### src/rtl/pulse_pause_pkg.sv
package pulse_pause_pkg;

  // Transmit sequencer phases
  typedef enum logic [1:0] {
    TX_IDLE  = 2'd0,  // carrier on, waiting for start
    TX_PAUSE = 2'd1,  // leading low gap of a data bit
    TX_HIGH  = 2'd2,  // carrier-on remainder of a data bit
    TX_TAIL  = 2'd3   // standalone end-of-frame gap
  } tx_state_e;

endpackage

### src/rtl/pp_tick_timer.sv
module pp_tick_timer #(
  parameter int TIMER_W = 12
) (
  input  logic               clk,
  input  logic               rst_n,
  input  logic               clr,
  input  logic               inc,
  output logic [TIMER_W-1:0] count
);

  localparam logic [TIMER_W-1:0] SAT_VAL = '1;

  logic [TIMER_W-1:0] count_q, count_d;

  always_comb begin
    count_d = count_q;
    if (clr) begin
      count_d = '0;
    end else if (inc && (count_q != SAT_VAL)) begin
      count_d = count_q + 1'b1;
    end
  end

  always_ff @(posedge clk or negedge rst_n) begin
    if (!rst_n) begin
      count_q <= '0;
    end else begin
      count_q <= count_d;
    end
  end

  assign count = count_q;

  // a saturated count stays put while ticks keep arriving
  assert_timer_hold_R11: assert property (@(posedge clk) disable iff (!rst_n)
    (inc && !clr && (count_q == SAT_VAL)) |=> (count_q == SAT_VAL));

endmodule

### src/rtl/pp_bit_shifter.sv
module pp_bit_shifter #(
  parameter int MAX_BITS = 32,
  parameter int CNT_W    = 6
) (
  input  logic                clk,
  input  logic                rst_n,
  input  logic                load,
  input  logic                shift,
  input  logic [MAX_BITS-1:0] data_in,
  input  logic [CNT_W-1:0]    nbits_in,
  output logic                cur_bit,
  output logic                last_bit,
  output logic                load_empty
);

  localparam logic [CNT_W-1:0] MAX_CNT = CNT_W'(MAX_BITS);
  localparam logic [CNT_W-1:0] ONE_CNT = CNT_W'(1);

  logic [MAX_BITS-1:0] word_q, word_d;
  logic [CNT_W-1:0]    left_q, left_d;
  logic [CNT_W-1:0]    nbits_eff;

  // oversize counts clamp to the register width
  assign nbits_eff  = (nbits_in > MAX_CNT) ? MAX_CNT : nbits_in;
  assign load_empty = (nbits_eff == '0);

  always_comb begin
    word_d = word_q;
    left_d = left_q;
    if (load) begin
      word_d = data_in;
      left_d = nbits_eff;
    end else if (shift) begin
      word_d = word_q >> 1;
      left_d = left_q - ONE_CNT;
    end
  end

  always_ff @(posedge clk or negedge rst_n) begin
    if (!rst_n) begin
      word_q <= '0;
      left_q <= '0;
    end else begin
      word_q <= word_d;
      left_q <= left_d;
    end
  end

  assign cur_bit  = word_q[0];
  assign last_bit = (left_q == ONE_CNT);

  // the sequencer never consumes a bit that was not loaded
  assert_shift_loaded_R2: assert property (@(posedge clk) disable iff (!rst_n)
    shift |-> (left_q != '0));

  // a new frame is never loaded while a bit is being retired
  assert_no_load_mid_R8: assert property (@(posedge clk) disable iff (!rst_n)
    !(load && shift));

endmodule

### src/rtl/pulse_pause_tx.sv
module pulse_pause_tx
  import pulse_pause_pkg::*;
#(
  parameter int MAX_BITS    = 32,
  parameter int PAUSE_TICKS = 30,
  parameter int ONE_TICKS   = 150,
  parameter int ZERO_TICKS  = 90,
  parameter int TIMER_W     = 12
) (
  input  logic                            clk,
  input  logic                            rst_n,
  input  logic                            tick_en,
  input  logic                            start,
  input  logic [MAX_BITS-1:0]             data_in,
  input  logic [$clog2(MAX_BITS+1)-1:0]   nbits_in,
  input  logic                            ks_bit,
  output logic                            ks_step,
  output logic                            carrier_en,
  output logic                            busy,
  output logic                            done,
  output logic [TIMER_W-1:0]              idle_ticks
);

  localparam int CNT_W = $clog2(MAX_BITS+1);
  localparam logic [TIMER_W-1:0] PAUSE_END = TIMER_W'(PAUSE_TICKS - 1);
  localparam logic [TIMER_W-1:0] ONE_END   = TIMER_W'(ONE_TICKS - 1);
  localparam logic [TIMER_W-1:0] ZERO_END  = TIMER_W'(ZERO_TICKS - 1);

  tx_state_e          state_q, state_d;
  logic               sym_q, sym_d;
  logic               ks_step_q, done_q;
  logic               step_d, done_d;
  logic               timer_clr, shift_load, shift_go;
  logic               cur_bit, last_bit, load_empty;
  logic [TIMER_W-1:0] tcount;
  logic [TIMER_W-1:0] bit_end;

  pp_tick_timer #(
    .TIMER_W (TIMER_W)
  ) u_timer (
    .clk   (clk),
    .rst_n (rst_n),
    .clr   (timer_clr),
    .inc   (tick_en),
    .count (tcount)
  );

  pp_bit_shifter #(
    .MAX_BITS (MAX_BITS),
    .CNT_W    (CNT_W)
  ) u_shifter (
    .clk        (clk),
    .rst_n      (rst_n),
    .load       (shift_load),
    .shift      (shift_go),
    .data_in    (data_in),
    .nbits_in   (nbits_in),
    .cur_bit    (cur_bit),
    .last_bit   (last_bit),
    .load_empty (load_empty)
  );

  assign bit_end = sym_q ? ONE_END : ZERO_END;

  // Next-state logic: each phase ends on a tick at its final count
  always_comb begin
    state_d    = state_q;
    sym_d      = sym_q;
    step_d     = 1'b0;
    done_d     = 1'b0;
    timer_clr  = 1'b0;
    shift_load = 1'b0;
    shift_go   = 1'b0;
    case (state_q)
      TX_IDLE: begin
        if (start) begin
          shift_load = 1'b1;
          timer_clr  = 1'b1;
          state_d    = load_empty ? TX_TAIL : TX_PAUSE;
        end
      end
      TX_PAUSE: begin
        if (tick_en && (tcount == PAUSE_END)) begin
          sym_d   = cur_bit ^ ks_bit;
          step_d  = 1'b1;
          state_d = TX_HIGH;
        end
      end
      TX_HIGH: begin
        if (tick_en && (tcount == bit_end)) begin
          timer_clr = 1'b1;
          shift_go  = 1'b1;
          state_d   = last_bit ? TX_TAIL : TX_PAUSE;
        end
      end
      TX_TAIL: begin
        if (tick_en && (tcount == PAUSE_END)) begin
          timer_clr = 1'b1;
          done_d    = 1'b1;
          state_d   = TX_IDLE;
        end
      end
      default: state_d = TX_IDLE;
    endcase
  end

  always_ff @(posedge clk or negedge rst_n) begin
    if (!rst_n) begin
      state_q   <= TX_IDLE;
      sym_q     <= 1'b0;
      ks_step_q <= 1'b0;
      done_q    <= 1'b0;
    end else begin
      state_q   <= state_d;
      sym_q     <= sym_d;
      ks_step_q <= step_d;
      done_q    <= done_d;
    end
  end

  assign carrier_en = (state_q != TX_PAUSE) && (state_q != TX_TAIL);
  assign busy       = (state_q != TX_IDLE);
  assign ks_step    = ks_step_q;
  assign done       = done_q;
  assign idle_ticks = tcount;

  // keystream strobe is one cycle wide
  assert_step_single_R6: assert property (@(posedge clk) disable iff (!rst_n)
    ks_step |=> !ks_step);

  // strobe coincides with the carrier coming back on inside a bit
  assert_step_on_rise_R6: assert property (@(posedge clk) disable iff (!rst_n)
    ks_step |-> ($rose(carrier_en) && busy));

  // done marks the first carrier-on cycle after the closing gap
  assert_done_on_rise_R7: assert property (@(posedge clk) disable iff (!rst_n)
    done |-> ($rose(carrier_en) && !busy));

  // done is a single-cycle pulse
  assert_done_single_R7: assert property (@(posedge clk) disable iff (!rst_n)
    done |=> !done);

  // the timebase restarts at frame end
  assert_timer_restart_R11: assert property (@(posedge clk) disable iff (!rst_n)
    done |-> (idle_ticks == '0));

  // the carrier can only drop while a frame is active
  assert_gap_in_frame_R3: assert property (@(posedge clk) disable iff (!rst_n)
    $fell(carrier_en) |-> $past(busy || start));

endmodule

### config.mk
export PLATFORM = sky130hd
export DESIGN_NAME = pulse_pause_tx
export DESIGN_NICKNAME = d
export VERILOG_FILES = /design/src/rtl/pulse_pause_pkg.sv /design/src/rtl/pp_tick_timer.sv /design/src/rtl/pp_bit_shifter.sv /design/src/rtl/pulse_pause_tx.sv
export SDC_FILE = /design/constraint.sdc
export NUM_CORES = 1
export LEC_CHECK = 0
export BUFFER_PORTS_ARGS = -buffer_cell sky130_fd_sc_hd__buf_2
export CORE_ASPECT_RATIO = 1.75
export CORE_MARGIN = 2
export CORE_UTILIZATION = 49
export CTS_CLUSTER_DIAMETER = 40
export DETAILED_ROUTE_END_ITERATION = 10
export PLACE_DENSITY = 0.74
export SLEW_MARGIN = 25
export SYNTH_ARGS = -nofsm -noshare
export SYNTH_HDL_FRONTEND = slang
export SYNTH_HIERARCHICAL = 1
export SYNTH_SLANG_ARGS = --single-unit
### constraint.sdc
create_clock -name clk -period 2.3 [get_ports clk]
set_input_delay 0.46 -clock clk [delete_from_list [all_inputs] [get_ports clk]]
set_output_delay 0.46 -clock clk [all_outputs]
set_load 0.02 [all_outputs]
==> metrics.txt <==
outcome finished clean; Power Dens Cells 631.3 mW/mm^2; period utilisation layout 0.9896; Root Driver clkbuf_8; Slew @ Worst Pin 0.7165 ns; terminus of the critical flop-to-flop path u_timer/count[5]; DIE HEIGHT 105.5 um; Cell Chain, Critical Path or4b_4 -> nor4_4 -> o21ai_2 -> buf_4 -> buf_4 -> a2bb2oi_1 -> buf_4 -> nor2b_1 -> mux2_1; Sum Neg Setup Slack 0 ns; Setup crit start u_timer/count[11]; vias per cell 5.368; CTS max path bufs 2; Fill cells 537; post-synth cell types 51; IO Pins 59; CTS hold repair buffers 0; Yosys reg bits 55; clock power share 0.282; Routed WL 6.336 mm; critical path capture point type register; Layout Nets 410; max cap viols 0; syn_nets 330; antenna fix cells 0; Reg-to-Reg Start u_timer/count[11]; first-pass GRT wire length 10.81 mm; TritonCTS clock tree built; met3 GRT Util 0.03067; critical path startpoint category register; Synth Instances 284; vias in the first global route 2,442; GRT busiest layer met2; RSZ-0062 raised after global routing yes; total CTS buffers 5; Post-Route Skew 0.01061 ns; GRT Util Overall 0.2152; sequential-to-total area share from yosys stat 0.4770; EDFF count, synth 0; final hold slack 0.2758 ns; Switch Pwr 0.6294 mW; worst-path fanout max 7; DRC Markers 0; antenna violations before repair 0; Clk Latency, worst-skew pair 0.31 ns; mux cell area share after synthesis 0.1288; Area growth, synth to finish 24.15%; Final Util 0.6190; Post-DRT Antenna Nets 0; crit-path max cell delay 0.56 ns; Critical Path RT 2.49 ns; R2R depth 9; worst reg-to-reg setup slack 0.02 ns; Die Wd 62.01 um; ys async rst share 1.000; Sw Share 0.2783; Post-Syn Area per Cell 10.16 um^2; fmax 439.4 MHz; Gate power share 0.189; Seq pwr share 0.530; WL/cell 14.30 um; worst vdd ir 0.3556 mV; drt initial violations 77; Most used DFF post-synth dfrtp_1; drt pass-1 iters 4; Setup crit end u_timer/count[5]; die area 0.006542 mm^2; main combinational cell family by area after synthesis simple AND/OR/NAND/NOR gates; DP HPWL 4.568 mm; Crit path buffers/inverters 3; Post-Synth Simple-Gate Area 0.2142; commonest non-fill, non-tap cell in the layout buf_2; Max-slew headroom 0.5224; initial core utilization 0.4986; met2 Usage GRT 0.3936; complex-gate fraction of the synthesized area 0.1110; post-synthesis xor/xnor area fraction 0.02428; Worst path slowest cell or4b_4; worst min-delay path category in -> async; cell repeated most along the worst path buf_4; placement row count 37; commonest cells after routing, fill and taps aside 58 x buf_2, 51 x dfrtp_1, 46 x nand2_1, 38 x o21ai_0, 33 x mux2i_1; fin. max-slew vios 0; CTS clock-pin slew for the worst setup and hold paths 0.09 ns; Final setup viols 0; total power 2.262 mW; Final GP Congestion 0.8060; area of the core 0.005787 mm^2; H-tree levels 2; global routing usage on met1 0.2445; share of cells above drive strength 1 0.3233; CTS Sinks 55; Synth Warn # 6; Worst path top cell family by delay simple AND/OR/NAND/NOR gates; Synth Area in Adders 0.01301; largest net degree at the start of global routing 74; Internal Dissipation 1.632 mW; routed vias 2,378; final hold viol count 0; Port Buf Inserts 58; CP arrival 2.47 ns; min Tclk post-route 2.276 ns; crit path kind reg -> reg; synthesized cell area 0.002885 mm^2; Remaining Overflow, GRT 0; CP Depth 9; Leakage Power 1.531 nW
==> stage by stage <==
stage                     cell area (um^2)  worst slack [ns]  cells
after detailed placement              3422           -0.1098    432
after floorplan                       2895          -0.01320    284
after global placement                3422          -0.06595    432
after CTS                             3546          0.007014    441
after global routing                  3582          -0.08791    443
final                                 3582           0.02399    443
==> power groups by stage <==
stage | registers, mW | clock network (mW) | logic [mW]
after CTS | 1.20 | 0.660 | 0.427
after detailed placement | 1.22 | 0 | 0.423
after global placement | 1.21 | 0 | 0.405
final | 1.20 | 0.638 | 0.426
after floorplan | 1.23 | 0 | 0.207
after global routing | 1.22 | 0.693 | 0.477
==> cell families after synthesis <==
logic type,count (synthesis)
adders and majority gates,3
xor gates and xnor gates,8
and+or+nand+nor,107
DFF,55
muxes,36
AOI/OAI and AO/OA,55
buffers and inverters,20
==> synth_stat cells (5+ instances only) <==
cell | number | area share
mux2i_1 | 33 | 0.11
xnor2_1 | 5 | 0.015
o21ai_0 | 38 | 0.066
nor3_1 | 6 | 0.010
nor2_1 | 14 | 0.018
nand3_1 | 5 | 0.0087
a21oi_1 | 6 | 0.010
nand2_1 | 46 | 0.060
clkbuf_1 | 8 | 0.010
inv_1 | 7 | 0.0091
dfrtp_1 | 55 | 0.48
==> worst min-delay path by stage <==
stage / slack [ns] / end
after global placement: 0.53 / done
after floorplan: 0.16 / done
after global routing: 0.35 / u_shifter/word_q[20]
after CTS: 0.30 / u_shifter/word_q[12]
after detailed placement: 0.54 / done
final: 0.28 / u_timer/count[10]
==> sequential cells by signal, indices dropped and copies added, names as in the netlist <==
signal and flops:
u_shifter/word_q 32, u_timer/count 12, u_shifter/left_q 6, state_q 2
done 1, ks_step 1, sym_q 1
==> area by class of cell <==
cell class,count,area [um^2],share of cell area
flip-flops and latches,55,1381,0.3856
multi-input cells,209,1454,0.4059
repair buffers,86,513.0,0.1432
well taps,78,97.59,0.02724
inverters,7,26.28,0.007335
clock buffers,6,72.57,0.02026
clock inverters,2,37.54,0.01048
==> repair_timing <==
| item | 4_1_cts | 5_1_grt |
|---|---|---|
| pin swaps | 1 | 0 |
| endpoints found under the setup margin | 1 | 20 |
| resized for setup | 1 | 4 |
| setup buffers | 1 | 2 |
| hold endpoints to repair | 0 | 0 |
==> metal layers <==
layer	share of wire	wire length [um]	vias up
li1	-	-	1165
met1	0.38	2437	1143
met2	0.56	3577	61
met3	0.033	207	9
met4	0.018	114	0
met5	0	0	-
Power figures use the tool's default switching activity.
